[src/rtl/sr_guard_pkg.sv]
package sr_guard_pkg;
    typedef enum logic [2:0] {
        S_IDLE,
        S_SRD,
        S_SWR,
        S_CWR,
        S_AWR
    } ctl_state_t;

    localparam logic [1:0] TGT_ARRAY = 2'd0;
    localparam logic [1:0] TGT_CLOCK = 2'd1;
    localparam logic [1:0] TGT_STAT  = 2'd2;

    localparam logic [7:0] CODE_CLEAR  = 8'h00;
    localparam logic [7:0] CODE_WEL    = 8'h02;
    localparam logic [7:0] CODE_UNLOCK = 8'h06;
endpackage

[src/rtl/sr_guard_prot.sv]
module sr_guard_prot #(
    parameter int ADDR_W = 15,
    parameter int PAGE_W = 7
) (
    input  logic [ADDR_W-1:0] addr,
    input  logic [2:0]        bp_code,
    output logic              locked
);
    localparam int QTR_BASE  = 3 << (ADDR_W - 2);
    localparam int HALF_BASE = 1 << (ADDR_W - 1);

    logic [ADDR_W:0] page_lim;

    always_comb begin
        page_lim = (ADDR_W + 1)'(1) << (PAGE_W + int'(bp_code[1:0]));
        unique case (bp_code)
            3'b000:  locked = 1'b0;
            3'b001:  locked = int'(addr) >= QTR_BASE;
            3'b010:  locked = int'(addr) >= HALF_BASE;
            3'b011:  locked = 1'b1;
            default: locked = {1'b0, addr} < page_lim;
        endcase
    end
endmodule

[src/rtl/sr_guard_status.sv]
module sr_guard_status
    import sr_guard_pkg::*;
(
    input  logic       clk,
    input  logic       rst_n,
    input  logic       total_loss,
    input  logic [1:0] alarm_hit,
    input  logic       rd_snap,
    input  logic       rd_done,
    input  logic       sw_apply,
    input  logic [7:0] sw_val,
    input  logic       cc_accept,
    output logic       wel,
    output logic       rwel,
    output logic       rtcf,
    output logic       clk_run,
    output logic [7:0] status_byte
);
    logic [1:0] al;
    logic [1:0] mask;

    always_ff @(posedge clk or negedge rst_n) begin
        if (!rst_n) begin
            al      <= '0;
            mask    <= '0;
            wel     <= 1'b0;
            rwel    <= 1'b0;
            rtcf    <= 1'b0;
            clk_run <= 1'b1;
        end else if (total_loss) begin
            al      <= '0;
            mask    <= '0;
            wel     <= 1'b0;
            rwel    <= 1'b0;
            rtcf    <= 1'b1;
            clk_run <= 1'b0;
        end else begin
            if (rd_snap) mask <= al;
            al <= (al & ~(rd_done ? mask : 2'b00)) | alarm_hit;
            if (rd_done) mask <= '0;
            if (sw_apply) begin
                if (sw_val == CODE_CLEAR) begin
                    wel  <= 1'b0;
                    rwel <= 1'b0;
                end else if (sw_val == CODE_WEL) begin
                    wel  <= 1'b1;
                    rwel <= 1'b0;
                end else if (sw_val == CODE_UNLOCK && wel) begin
                    rwel <= 1'b1;
                end
            end
            if (cc_accept) begin
                rtcf    <= 1'b0;
                clk_run <= 1'b1;
            end
        end
    end

    assign status_byte = {rtcf, al[1], al[0], 2'b00, rwel, wel, 1'b0};

    AST_RWEL_NEEDS_WEL: assert property (@(posedge clk) disable iff (!rst_n)
        rwel |-> wel);
    AST_ALARM_SETS: assert property (@(posedge clk) disable iff (!rst_n)
        (alarm_hit[0] && !total_loss) |=> al[0]);
    AST_FAIL_HALTS: assert property (@(posedge clk) disable iff (!rst_n)
        rtcf |-> !clk_run);
    AST_LATE_ALARM_KEPT: assert property (@(posedge clk) disable iff (!rst_n)
        (rd_done && !total_loss && !mask[1] && al[1]) |=> al[1]);
endmodule

[src/rtl/sr_guard_ctrl.sv]
module sr_guard_ctrl
    import sr_guard_pkg::*;
#(
    parameter int ADDR_W = 15
) (
    input  logic              clk,
    input  logic              rst_n,
    input  logic              bus_start,
    input  logic              bus_stop,
    input  logic [1:0]        bus_tgt,
    input  logic              bus_wr,
    input  logic [ADDR_W-1:0] bus_addr,
    input  logic              byte_vld,
    input  logic              byte_last,
    input  logic [7:0]        wr_byte,
    input  logic              wel,
    input  logic              rwel,
    input  logic              prot_hit,
    output logic [ADDR_W-1:0] ptr,
    output logic              rd_snap,
    output logic              rd_done,
    output logic              sw_apply,
    output logic [7:0]        sw_val,
    output logic              cc_accept,
    output logic              byte_ack,
    output logic              wr_accept
);
    ctl_state_t state, state_nx;
    logic       sw_pend;

    always_comb begin
        state_nx = state;
        if (bus_start) begin
            if (bus_wr) begin
                unique case (bus_tgt)
                    TGT_ARRAY: state_nx = S_AWR;
                    TGT_CLOCK: state_nx = S_CWR;
                    TGT_STAT:  state_nx = S_SWR;
                    default:   state_nx = S_IDLE;
                endcase
            end else begin
                state_nx = (bus_tgt == TGT_STAT) ? S_SRD : S_IDLE;
            end
        end else if (bus_stop) begin
            state_nx = S_IDLE;
        end
    end

    always_ff @(posedge clk or negedge rst_n) begin
        if (!rst_n) state <= S_IDLE;
        else        state <= state_nx;
    end

    assign rd_snap   = bus_start && !bus_wr && bus_tgt == TGT_STAT;
    assign rd_done   = byte_vld && byte_last && state == S_SRD;
    assign sw_apply  = bus_stop && state == S_SWR && sw_pend;
    assign cc_accept = byte_vld && state == S_CWR && wel && rwel;

    always_ff @(posedge clk or negedge rst_n) begin
        if (!rst_n) begin
            byte_ack  <= 1'b0;
            wr_accept <= 1'b0;
            sw_pend   <= 1'b0;
            sw_val    <= '0;
            ptr       <= '0;
        end else begin
            byte_ack  <= 1'b0;
            wr_accept <= 1'b0;
            if (bus_start || bus_stop) sw_pend <= 1'b0;
            if (bus_start) ptr <= bus_addr;
            if (byte_vld) begin
                unique case (state)
                    S_SRD: byte_ack <= 1'b1;
                    S_SWR: begin
                        byte_ack <= 1'b1;
                        sw_val   <= wr_byte;
                        sw_pend  <= 1'b1;
                    end
                    S_CWR: begin
                        byte_ack  <= wel && rwel;
                        wr_accept <= wel && rwel;
                    end
                    S_AWR: begin
                        byte_ack  <= wel && !prot_hit;
                        wr_accept <= wel && !prot_hit;
                        ptr       <= ptr + 1'b1;
                    end
                    default: ;
                endcase
            end
        end
    end

    AST_LOCKED_NO_ACK: assert property (@(posedge clk) disable iff (!rst_n)
        (byte_vld && (state == S_CWR || state == S_AWR) && !wel) |=> !byte_ack);
    AST_CC_NEEDS_RWEL: assert property (@(posedge clk) disable iff (!rst_n)
        (byte_vld && state == S_CWR && !rwel) |=> !wr_accept);
    AST_PROT_REFUSED: assert property (@(posedge clk) disable iff (!rst_n)
        (byte_vld && state == S_AWR && prot_hit) |=> !byte_ack);
    AST_STROBE_ONE_CYCLE: assert property (@(posedge clk) disable iff (!rst_n)
        (wr_accept && !byte_vld) |=> !wr_accept);
endmodule

[src/rtl/sr_guard.sv]
module sr_guard
    import sr_guard_pkg::*;
#(
    parameter int ADDR_W = 15,
    parameter int PAGE_W = 7
) (
    input  logic              clk,
    input  logic              rst_n,
    input  logic              bus_start,
    input  logic              bus_stop,
    input  logic [1:0]        bus_tgt,
    input  logic              bus_wr,
    input  logic [ADDR_W-1:0] bus_addr,
    input  logic              byte_vld,
    input  logic              byte_last,
    input  logic [7:0]        wr_byte,
    input  logic [1:0]        alarm_hit,
    input  logic              total_loss,
    input  logic [2:0]        bp_code,
    output logic [7:0]        rd_byte,
    output logic              byte_ack,
    output logic              wr_accept,
    output logic              clk_run
);
    logic [ADDR_W-1:0] ptr;
    logic              prot_hit, rd_snap, rd_done, sw_apply, cc_accept;
    logic              wel, rwel, rtcf;
    logic [7:0]        sw_val;

    sr_guard_prot #(.ADDR_W(ADDR_W), .PAGE_W(PAGE_W)) u_prot (
        .addr(ptr), .bp_code(bp_code), .locked(prot_hit));

    sr_guard_ctrl #(.ADDR_W(ADDR_W)) u_ctrl (
        .clk(clk), .rst_n(rst_n), .bus_start(bus_start), .bus_stop(bus_stop),
        .bus_tgt(bus_tgt), .bus_wr(bus_wr), .bus_addr(bus_addr),
        .byte_vld(byte_vld), .byte_last(byte_last), .wr_byte(wr_byte),
        .wel(wel), .rwel(rwel), .prot_hit(prot_hit), .ptr(ptr),
        .rd_snap(rd_snap), .rd_done(rd_done), .sw_apply(sw_apply),
        .sw_val(sw_val), .cc_accept(cc_accept), .byte_ack(byte_ack),
        .wr_accept(wr_accept));

    sr_guard_status u_stat (
        .clk(clk), .rst_n(rst_n), .total_loss(total_loss), .alarm_hit(alarm_hit),
        .rd_snap(rd_snap), .rd_done(rd_done), .sw_apply(sw_apply), .sw_val(sw_val),
        .cc_accept(cc_accept), .wel(wel), .rwel(rwel), .rtcf(rtcf),
        .clk_run(clk_run), .status_byte(rd_byte));
endmodule

[config.mk]
export PLATFORM = sky130hd
export DESIGN_NAME = sr_guard
export DESIGN_NICKNAME = d
export VERILOG_FILES = /design/src/rtl/sr_guard_pkg.sv /design/src/rtl/sr_guard_prot.sv /design/src/rtl/sr_guard_status.sv /design/src/rtl/sr_guard_ctrl.sv /design/src/rtl/sr_guard.sv
export SDC_FILE = /design/constraint.sdc
export NUM_CORES = 1
export LEC_CHECK = 0
export CAP_MARGIN = 10
export CORE_AREA = 4 4 76 78
export CTS_CLUSTER_DIAMETER = 150
export DETAILED_ROUTE_END_ITERATION = 10
export DIE_AREA = 0 0 80 82
export GPL_TIMING_DRIVEN = 0
export PLACE_DENSITY = 0.71
export REMOVE_ABC_BUFFERS = 1
export SETUP_SLACK_MARGIN = 0.15
export SYNTH_ARGS = -nofsm -noshare
export SYNTH_HDL_FRONTEND = slang
export SYNTH_SLANG_ARGS = --single-unit
[constraint.sdc]
create_clock -name clk -period 3.2 [get_ports clk]
set_input_delay 0.96 -clock clk [delete_from_list [all_inputs] [get_ports clk]]
set_output_delay 0.96 -clock clk [all_outputs]
set_load 0.02 [all_outputs]
; Word-level counts from Yosys, hierarchy flattened
; Index checks and enable logic that the tools add are counted.
; W data, S select, Z words.
[op_classes]
magnitude_cmp = 3
addsub = 2
n_bitwise = 3
div_mod_pow = 0
mux = 34
n_reduce_logical = 28
multipliers = 0
shifts = 1
eq_ne = 11
[op_table]
columns = op, count
row1 = $mux W15, 3
row2 = $shl A1 B32 Y16 const A, 1
row3 = $ge A15 B15 Y1 const B, 2
row4 = $mux W1, 19
row5 = $lt A15 B16 Y1, 1
row6 = $add A15 B1 Y15 const B, 1
row7 = $eq A3 B2 Y1 const B, 4
row8 = $logic_and A1 B1 Y1, 12
row9 = $mux W2, 5
row10 = $mux W3, 3
row11 = $pmux W3 S3, 1
row12 = $eq A8 B2 Y1 const B, 1
row13 = $eq A8 B3 Y1 const B, 1
row14 = $logic_not A8 Y1, 1
row15 = $eq A3 B1 Y1 const B, 2
row16 = $reduce_and A2 Y1, 3
row17 = $reduce_bool A2 Y1, 3
row18 = $reduce_bool A3 Y1, 2
row19 = $add A3 B2 Y4 const A, 1
row20 = $pmux W1 S4, 1
row21 = $reduce_bool A4 Y1, 1
row22 = $eq A3 B3 Y1 const B, 1
row23 = $logic_not A3 Y1, 1
row24 = $pmux W1 S3, 1
row25 = 10 further kinds, 11
[totals]
elab_cells = 94
mem_bits_ro = 0
ramBits = 0
mem_count = 0
reg_bits = 37
output_inout_bits = 11
in_bits = 38
latch_bits = 0

; Longest topological paths before layout
; Gate-level depths: netlist of the first run.
[depth]
depth_word = 8
depth_mapped = 6

; Cells and area by module
; A second synthesis of the first run with hierarchy kept.
[hier_totals]
hier_cells = 224
area_unflattened_um2 = 2225.9
[by_module_without_submodules]
columns = mod, instances, area_per_inst_um2, seq_area_each_um2, cells_each
row1 = sr_guard_ctrl, 1, 1585.3, 725.7, 156
row2 = sr_guard_status, 1, 409.1, 201.4, 39
row3 = sr_guard_prot, 1, 231.5, 0.0, 29

; Least setup slack after synthesis of the first run
; No wires, ideal clock.
[synth_timing]
path_kind = in2reg
startpoint = input bp_code[1]
endpoint = register u_ctrl.byte_ack
path_stages = 6
required_ns = 3.065
slack_ns = 1.054
setup_ns = 0.135
n_path_buf = 0
t_arrival_ns = 2.011
path_cell_list = or2_2 ha_1 a21oi_1 o21ai_0 o21ai_0 a211oi_1
[synth_via]
elab_chain_cells = 8
elab_cells_between_ends = 12
[synth_lines]
columns = element, line
row1 = start: declaration, sr_guard.sv:19  ; input logic [2:0] bp_code,
row2 = $add A3 B2 Y4, sr_guard_prot.sv:15  ; page_lim = (ADDR_W + 1)'(1) << (PAGE_W + int'(bp_code[1:0]));
row3 = $shl A1 B32 Y16, sr_guard_prot.sv:15
row4 = $lt A15 B16 Y1, sr_guard_prot.sv:21  ; default: locked = {1'b0, addr} < page_lim;
row5 = $pmux W1 S4 (*), sr_guard_prot.sv:16  ; unique case (bp_code)
row6 = $logic_not A1 Y1 (*), sr_guard_ctrl.sv:84  ; byte_ack <= wel && !prot_hit;
row7 = $logic_and A1 B1 Y1 (*), sr_guard_ctrl.sv:84
row8 = $pmux W1 S3 (*), sr_guard_ctrl.sv:72  ; unique case (state)
row9 = $mux W1 (*), sr_guard_ctrl.sv:71  ; if (byte_vld) begin
row10 = end signal: assignment, sr_guard_ctrl.sv:80  ; byte_ack <= wel && rwel;
row11 = end signal: assignment, sr_guard_ctrl.sv:84
row12 = end: declaration, sr_guard_ctrl.sv:25  ; output logic byte_ack,
; Every way passes the cells marked *; elsewhere a longest branch is shown, timed or not.
; A chain may end at the register's enable or synchronous reset.

; Worst setup path after layout of the first run
[layout_timing]
startpoint = input byte_vld
endpoint = register u_ctrl.ptr[9]
[layout_via]
elab_chain_cells = 1
[layout_lines]
columns = element, line
row1 = start: declaration, sr_guard.sv:14  ; input logic byte_vld,
row2 = $mux W15, sr_guard_ctrl.sv:71
row3 = end signal: assignment, sr_guard_ctrl.sv:70  ; if (bus_start) ptr <= bus_addr;
row4 = end signal: assignment, sr_guard_ctrl.sv:86  ; ptr <= ptr + 1'b1;
row5 = end: declaration, sr_guard_ctrl.sv:19  ; output logic [ADDR_W-1:0] ptr,
; Every way passes these cells.

==> results.tsv, run 1 <==
stage	metric	value	unit
cts	post_cts_buffers	0	
layout	layout_commonest_cell	clkdlybuf4s50_1	
layout	drive_gt1_frac	0.0952	
sta	skew	0.00434	ns
layout	num-nets-final	324	
worst_setup_path	cpPeakStageDelay	0.63	ns
worst_setup_path	regToRegSetupSlack	1.29	ns
sta	fmax	0.382	GHz
worst_setup_path	crit_fanout	14	
cts	clk_path_buf_depth	2	
cts	clk_pin_slew	0.07	ns
place	dpl_cell_area	2730	um^2
worst_setup_path	path_cells	clkdlybuf4s50_1, nand4bb_4, nor3_1, a311oi_1, a211oi_1	
cts	clock_latency	0.29	ns
worst_setup_path	ff2ff_path_depth	4	
layout	final_cells	343	
sta	fin_crit_sh	0.818	
worst_setup_path	cp-startpoint	byte_vld	
sta	rsz0062_at_grt	no	
yosys	yosysTopAreaCell	dfrtp_1	
cts	root_buffer	clkbuf_8	
global_routing	grt_first_pass_wirelength	8.36	mm
layout	final-seq-area	927	um^2
detailed_routing	viasPerCell	5.52	
layout	finish.instance_area	2850	um^2
floorplan	core_area	5070	um^2
detailed_routing	ant_nets	0	
sta	setup_violations	0	
cts	cts_hold_buffers	0	
sta	hold_viol_final	0	
yosys	synth.distinct_cells	51	
yosys	yosysWarningCount	0	
worst_setup_path	worst-path-stages	5	
worst_setup_path	crit_slowest_cell	clkdlybuf4s50_1	
worst_setup_path	r2r-end	u_ctrl.ptr[9]$_DFF_PN0_	
global_routing	grt_pass1_vias	1771	
worst_setup_path	crit_buf_inv	1	
layout	syn2layout_area_growth	27.2	%
yosys	postSynthCellCount	225	
global_routing	antenna_found_initial	0	
detailed_routing	vias	1893	
yosys	netlist_top_cells_area	dfrtp_1 40%, ha_1 7.8%, mux2_2 4.0%	
hold_path	min-delay-start	u_stat.clk_run$_DFFE_PN1P_	
sta	slew_viol_final	0	
worst_setup_path	cp.required	3.40	ns
yosys	synth_ff_type	dfrtp_1	
cts	cts_num_sinks	37	
worst_setup_path	cp-end-kind	flip-flop	
worst_setup_path	critPathKind	primary input to flip-flop	
layout	fin_util	0.561	
power_and_ir_drop	p_leak	0.00115	uW
flow_run	maxCapViolations	0	
cts	h-tree-depth	2	
layout	final_cell_mix	44 x clkdlybuf4s50_1, 36 x dfrtp_1, 19 x nor2_1	
yosys	syn_area	2240	um^2
yosys	synth_top_cell_area_share	0.403	
power_and_ir_drop	vdd.ir_drop.worst	0.257	mV
detailed_routing	first_iter_violations	58	
place	gp_congestion	0.792	
place	portBuffers	45	
yosys	avgSynthCellArea	9.94	um^2
cts	cts_buffers	5	
layout	multiInputGateArea	1240	um^2
detailed_routing	drc_errors	0	
floorplan	die-area	6560	um^2
power_and_ir_drop	power_density	439	nW/um^2
hold_path	worstHoldPathType	flip-flop to flip-flop	
yosys	synth_seq_cells	37	
layout	diodes	0	
layout	nFillCells	482	
yosys	async_flop_share	1.00	
global_routing	grt_start_max_net_pins	38	
detailed_routing	dr.pass1.iters	4	
place	dp_cells	335	
cts	ctsResizeCount	0	
global_routing	overflow	0	
worst_setup_path	crit_arrival	2.82	ns
sta	period_minus_slack	2.62	ns
sta	slew_headroom	0.456	
yosys	seq_area_frac_synth	0.414	
floorplan	fp-row-count	26	
sta	setup_tns	0	ns
worst_setup_path	cp-start-kind	primary input	
detailed_routing	routed_wl	4.95	mm
detailed_routing	avgRoutedWirePerCell	14.4	um
worst_setup_path	endpoint	u_ctrl.ptr[9]$_DFF_PN0_	
outcome	status	completed	
cts	cts_tree	built	
floorplan	die_w	80	um
floorplan	die_h	82	um
sta	tightest_slew	0.816	ns
floorplan	start_util	0.441	
worst_setup_path	worstReg2RegStart	u_ctrl.state[1]$_DFFE_PN0P_	
floorplan	io_pins	49	
yosys	synth_edf_count	0	
worst_setup_path	cpLargestDelayFamily	simple AND/OR/NAND/NOR gates	
place	hpwl	3.67	mm
global_routing	grt_usage	0.164	
## cell type report
type | instances | area share
flip-flops and latches | 37 | 0.326
multi-input cells | 176 | 0.435
clock buffers | 6 | 0.0290
inverters | 7 | 0.00923
well taps | 70 | 0.0308
clock inverters | 2 | 0.0132
repair buffers | 45 | 0.157
## registers in the layout (all words and copies together) (netlist names)
signal / cells
u_stat.al: 2
u_ctrl.byte_ack: 1
u_stat.rtcf: 1
u_ctrl.sw_pend: 1
u_stat.wel: 1
u_stat.rwel: 1
u_stat.clk_run: 1
u_stat.mask: 2
u_ctrl.sw_val: 8
u_ctrl.wr_accept: 1
u_ctrl.state: 3
u_ctrl.ptr: 15
## routing by layer
metal  track usage  vias to the layer above  wire, um
met1         0.225                      920      2330
li1              -                      924         -
met4        0.0608                        0        82
met2         0.252                       41      2310
met5             0                        -         0
met3        0.0362                        8       226
## cells in the mapped netlist, types with 2 or more instances
cell type,n
o22ai_1,2
a21oi_1,14
nor2_1,19
nor2b_1,3
or3_1,2
o21ai_0,8
a311oi_1,6
clkbuf_1,2
inv_1,7
nand2_1,11
mux2i_1,5
nand2b_1,5
dfrtp_1,36
ha_1,14
nor3_1,7
nand4_1,4
nor4_1,2
and3_1,4
o211ai_1,2
and4_1,4
a211oi_1,9
and2_1,3
conb_1,2
buf_4,6
mux2_2,8
o221a_2,2
buf_2,3
a21o_1,3
nand3_1,10
## how the worst min path moves through the flow
stage                                             to  slack [ns]  cells after the start
after floorplan             u_ctrl.sw_pend$_DFF_PN0_        0.44                      1
after detailed placement  u_stat.clk_run$_DFFE_PN1P_        0.45                      2
after global routing      u_stat.clk_run$_DFFE_PN1P_        0.50                      2
final                     u_stat.clk_run$_DFFE_PN1P_        0.46                      2
after global placement    u_stat.clk_run$_DFFE_PN1P_        0.45                      2
after CTS                 u_stat.clk_run$_DFFE_PN1P_        0.46                      2
## cell families (layout without fill, tap and decap cells)
kind of cell	after synthesis	after routing	synth area share
and+or+nand+nor	86	86	0.232
AOI/OAI and AO/OA	53	53	0.162
DFF	37	37	0.414
buffers and inverters	19	60	0.0436
adders and majority gates	14	14	0.0783
muxes	13	13	0.0626
other	2	9	0.00336
xor gates and xnor gates	1	1	0.00392
## worst min-delay path, delay by kind of cell (launching register included)
kind	cells	cell delay (ns)
flip-flops	1	0.37
AO/OA/AOI/OAI	1	0.05
buffers and inverters	1	0.04
## power by group
| part | total, uW | switching (uW) | internal [uW] |
|---|---|---|---|
| sequential | 585 | 57.5 | 527 |
| combinational | 237 | 108 | 129 |
| clock | 427 | 174 | 253 |
| total | 1250 | 340 | 909 |
## metrics by stage
stage / hold slack (ns) / power (uW) / setup WS [ns]
6_report: 0.464 / 1250 / 0.581
5_1_grt: 0.499 / 1320 / 0.385
4_1_cts: 0.465 / 1260 / 0.581
3_5_place_dp: 0.453 / 830 / 0.284
3_3_place_gp: 0.451 / 823 / 0.265
2_1_floorplan: 0.442 / 721 / 1.05
No activity file was read; power rests on OpenSTA's default activity.
==> run 2: changes to the inputs <==
Clock period 3.2 ns to 2.6 ns, I/O delays scaled along.
==> run 2 against run 1 <==
Hold slack is essentially flat. Largest cell class unchanged. Global-route usage unchanged. Critical path depth did not move. Largest power group unchanged. Core utilization is 0.32 points higher. Design area up 0.57%. Sequential power grew 23%. Clock skew about the same. Setup slack worse by 0.30 ns. Final cell count unchanged.
==> results.tsv, run 2 (synthesis results as in run 1) <==
stage	metric	value	unit
layout	top_register	u_ctrl.ptr	
global_routing	grt_pass1_vias	1771	
cts	clk_path_buf_depth	2	
cts	cts_num_sinks	37	
sta	rsz0062_at_grt	yes	
detailed_routing	routed_wl	4.98	mm
place	place_ws	-0.136	ns
worst_setup_path	worstReg2RegStart	u_ctrl.state[1]$_DFFE_PN0P_	
floorplan	die_h	82	um
power_and_ir_drop	power_density	540	nW/um^2
floorplan	die_w	80	um
cts	post_cts_buffers	0	
layout	layout_commonest_cell	clkdlybuf4s50_1	
power_and_ir_drop	finalPower	1540	uW
worst_setup_path	cp-startpoint	byte_vld	
worst_setup_path	worst-path-stages	5	
detailed_routing	avgRoutedWirePerCell	14.5	um
floorplan	die-area	6560	um^2
detailed_routing	ant_nets	0	
cts	root_buffer	clkbuf_8	
power_and_ir_drop	p_leak	0.00115	uW
place	dpl_cell_area	2730	um^2
floorplan	core_area	5070	um^2
sta	skew	0.00410	ns
worst_setup_path	r2r-end	u_ctrl.ptr[13]$_DFF_PN0_	
layout	diodes	0	
layout	reg_top3	u_ctrl.ptr x15, u_ctrl.sw_val x8, u_ctrl.state x3	
worst_setup_path	ff2ff_path_depth	4	
worst_setup_path	crit_fanout	14	
worst_setup_path	cp.required	2.80	ns
floorplan	fp-row-count	26	
worst_setup_path	regToRegSetupSlack	0.81	ns
global_routing	grt_first_pass_wirelength	8.36	mm
layout	final_cell_mix	44 x clkdlybuf4s50_1, 36 x dfrtp_1, 19 x nor2_1	
layout	finish.instance_area	2860	um^2
sta	slew_headroom	0.454	
cts	cts_tree	built	
worst_setup_path	critPathKind	primary input to flip-flop	
worst_setup_path	endpoint	u_ctrl.ptr[13]$_DFF_PN0_	
place	gp_congestion	0.792	
floorplan	start_util	0.441	
layout	num-nets-final	324	
outcome	status	completed	
worst_setup_path	crit_slowest_cell	clkdlybuf4s50_1	
floorplan	io_pins	49	
global_routing	grt_usage	0.164	
worst_setup_path	cpPeakStageDelay	0.63	ns
sta	period_minus_slack	2.32	ns
sta	hold_viol_final	0	
sta	fin_ws	0.281	ns
detailed_routing	drc_errors	0	
worst_setup_path	cp-end-kind	flip-flop	
sta	fin_crit_sh	0.892	
global_routing	overflow	0	
global_routing	grt_start_max_net_pins	38	
layout	final_cells	343	
detailed_routing	viasPerCell	5.54	
flow_run	maxCapViolations	0	
global_routing	antenna_found_initial	0	
place	dp_cells	335	
layout	syn2layout_area_growth	27.9	%
sta	setup_violations	0	
worst_setup_path	path_cells	clkdlybuf4s50_1, nand4bb_4, nand2_1, o21ai_0, a311oi_1	
sta	slew_viol_final	0	
layout	largest_register_ffs	15	
place	portBuffers	45	
worst_setup_path	cpLargestDelayFamily	simple AND/OR/NAND/NOR gates	
sta	tightest_slew	0.818	ns
detailed_routing	dr.pass1.iters	4	
power_and_ir_drop	vdd.ir_drop.worst	0.316	mV
worst_setup_path	crit_arrival	2.52	ns
layout	drive_gt1_frac	0.106	
worst_setup_path	crit_buf_inv	1	
place	hpwl	3.67	mm
cts	cts_buffers	5	
cts	h-tree-depth	2	
detailed_routing	first_iter_violations	96	
cts	clk_pin_slew	0.08	ns
detailed_routing	vias	1899	
hold_path	worstHoldPathType	flip-flop to flip-flop	
worst_setup_path	cp-start-kind	primary input	
cts	clock_latency	0.29	ns
sta	fmax	0.431	GHz
## run 2: metrics by stage
| stage | setup TNS [ns] | utilization | hold slack (ns) |
|---|---|---|---|
| floorplan | 0 | - | 0.442 |
| global placement | -5.70 | 0.538 | 0.451 |
| detailed placement | -0.375 | 0.537 | 0.453 |
| CTS | 0 | 0.561 | 0.465 |
| global route | 0 | 0.564 | 0.499 |
| finish | 0 | 0.564 | 0.464 |
## run 2: timing repair
action	CTS	global route
hold buffers	0	0
gates resized for setup	0	5
endpoints found under the hold margin	0	0
setup endpoints to repair	0	6
## run 2: how the worst min path moves through the flow
stage	end	from	cells past startpoint	slack [ns]
finish	u_stat.clk_run$_DFFE_PN1P_	u_stat.clk_run$_DFFE_PN1P_	2	0.46
global route	u_stat.clk_run$_DFFE_PN1P_	u_stat.clk_run$_DFFE_PN1P_	2	0.50
CTS	u_stat.clk_run$_DFFE_PN1P_	u_stat.clk_run$_DFFE_PN1P_	2	0.46
detailed placement	u_stat.clk_run$_DFFE_PN1P_	u_stat.clk_run$_DFFE_PN1P_	2	0.45
global placement	u_stat.clk_run$_DFFE_PN1P_	u_stat.clk_run$_DFFE_PN1P_	2	0.45
floorplan	u_ctrl.sw_pend$_DFF_PN0_	u_ctrl.sw_pend$_DFF_PN0_	1	0.44
## run 2: metal layers
layer  vias to the layer above  global-route usage  part of all wire
met1                       922               0.225              0.47
met4                         0              0.0608             0.016
met2                        45               0.252              0.46
met5                         -                   0                 0
li1                        924                   -                 -
met3                         8              0.0362             0.055
## run 2: power breakdown
| group | internal (uW) | switching, uW | total, uW |
|---|---|---|---|
| sequential | 649 | 71.8 | 721 |
| combinational | 160 | 136 | 296 |
| clock | 312 | 216 | 528 |
## run 2: worst register-to-register path, stage by stage (launching register included)
cell       delay (ns)
dfrtp_1          0.47
nand4bb_4        0.41
nand2_1          0.44
o21ai_0          0.13
a311oi_1         0.25
## run 2: final cells by class
cell class / instances / area, um^2
Inverter: 7 / 26.3
Clock buffer: 6 / 82.6
Timing Repair Buffer: 45 / 445
Multi-Input combinational cell: 176 / 1250
Fill cell: 481 / 2210
Tap cell: 70 / 87.6
Clock inverter: 2 / 37.5
Sequential cell: 37 / 927
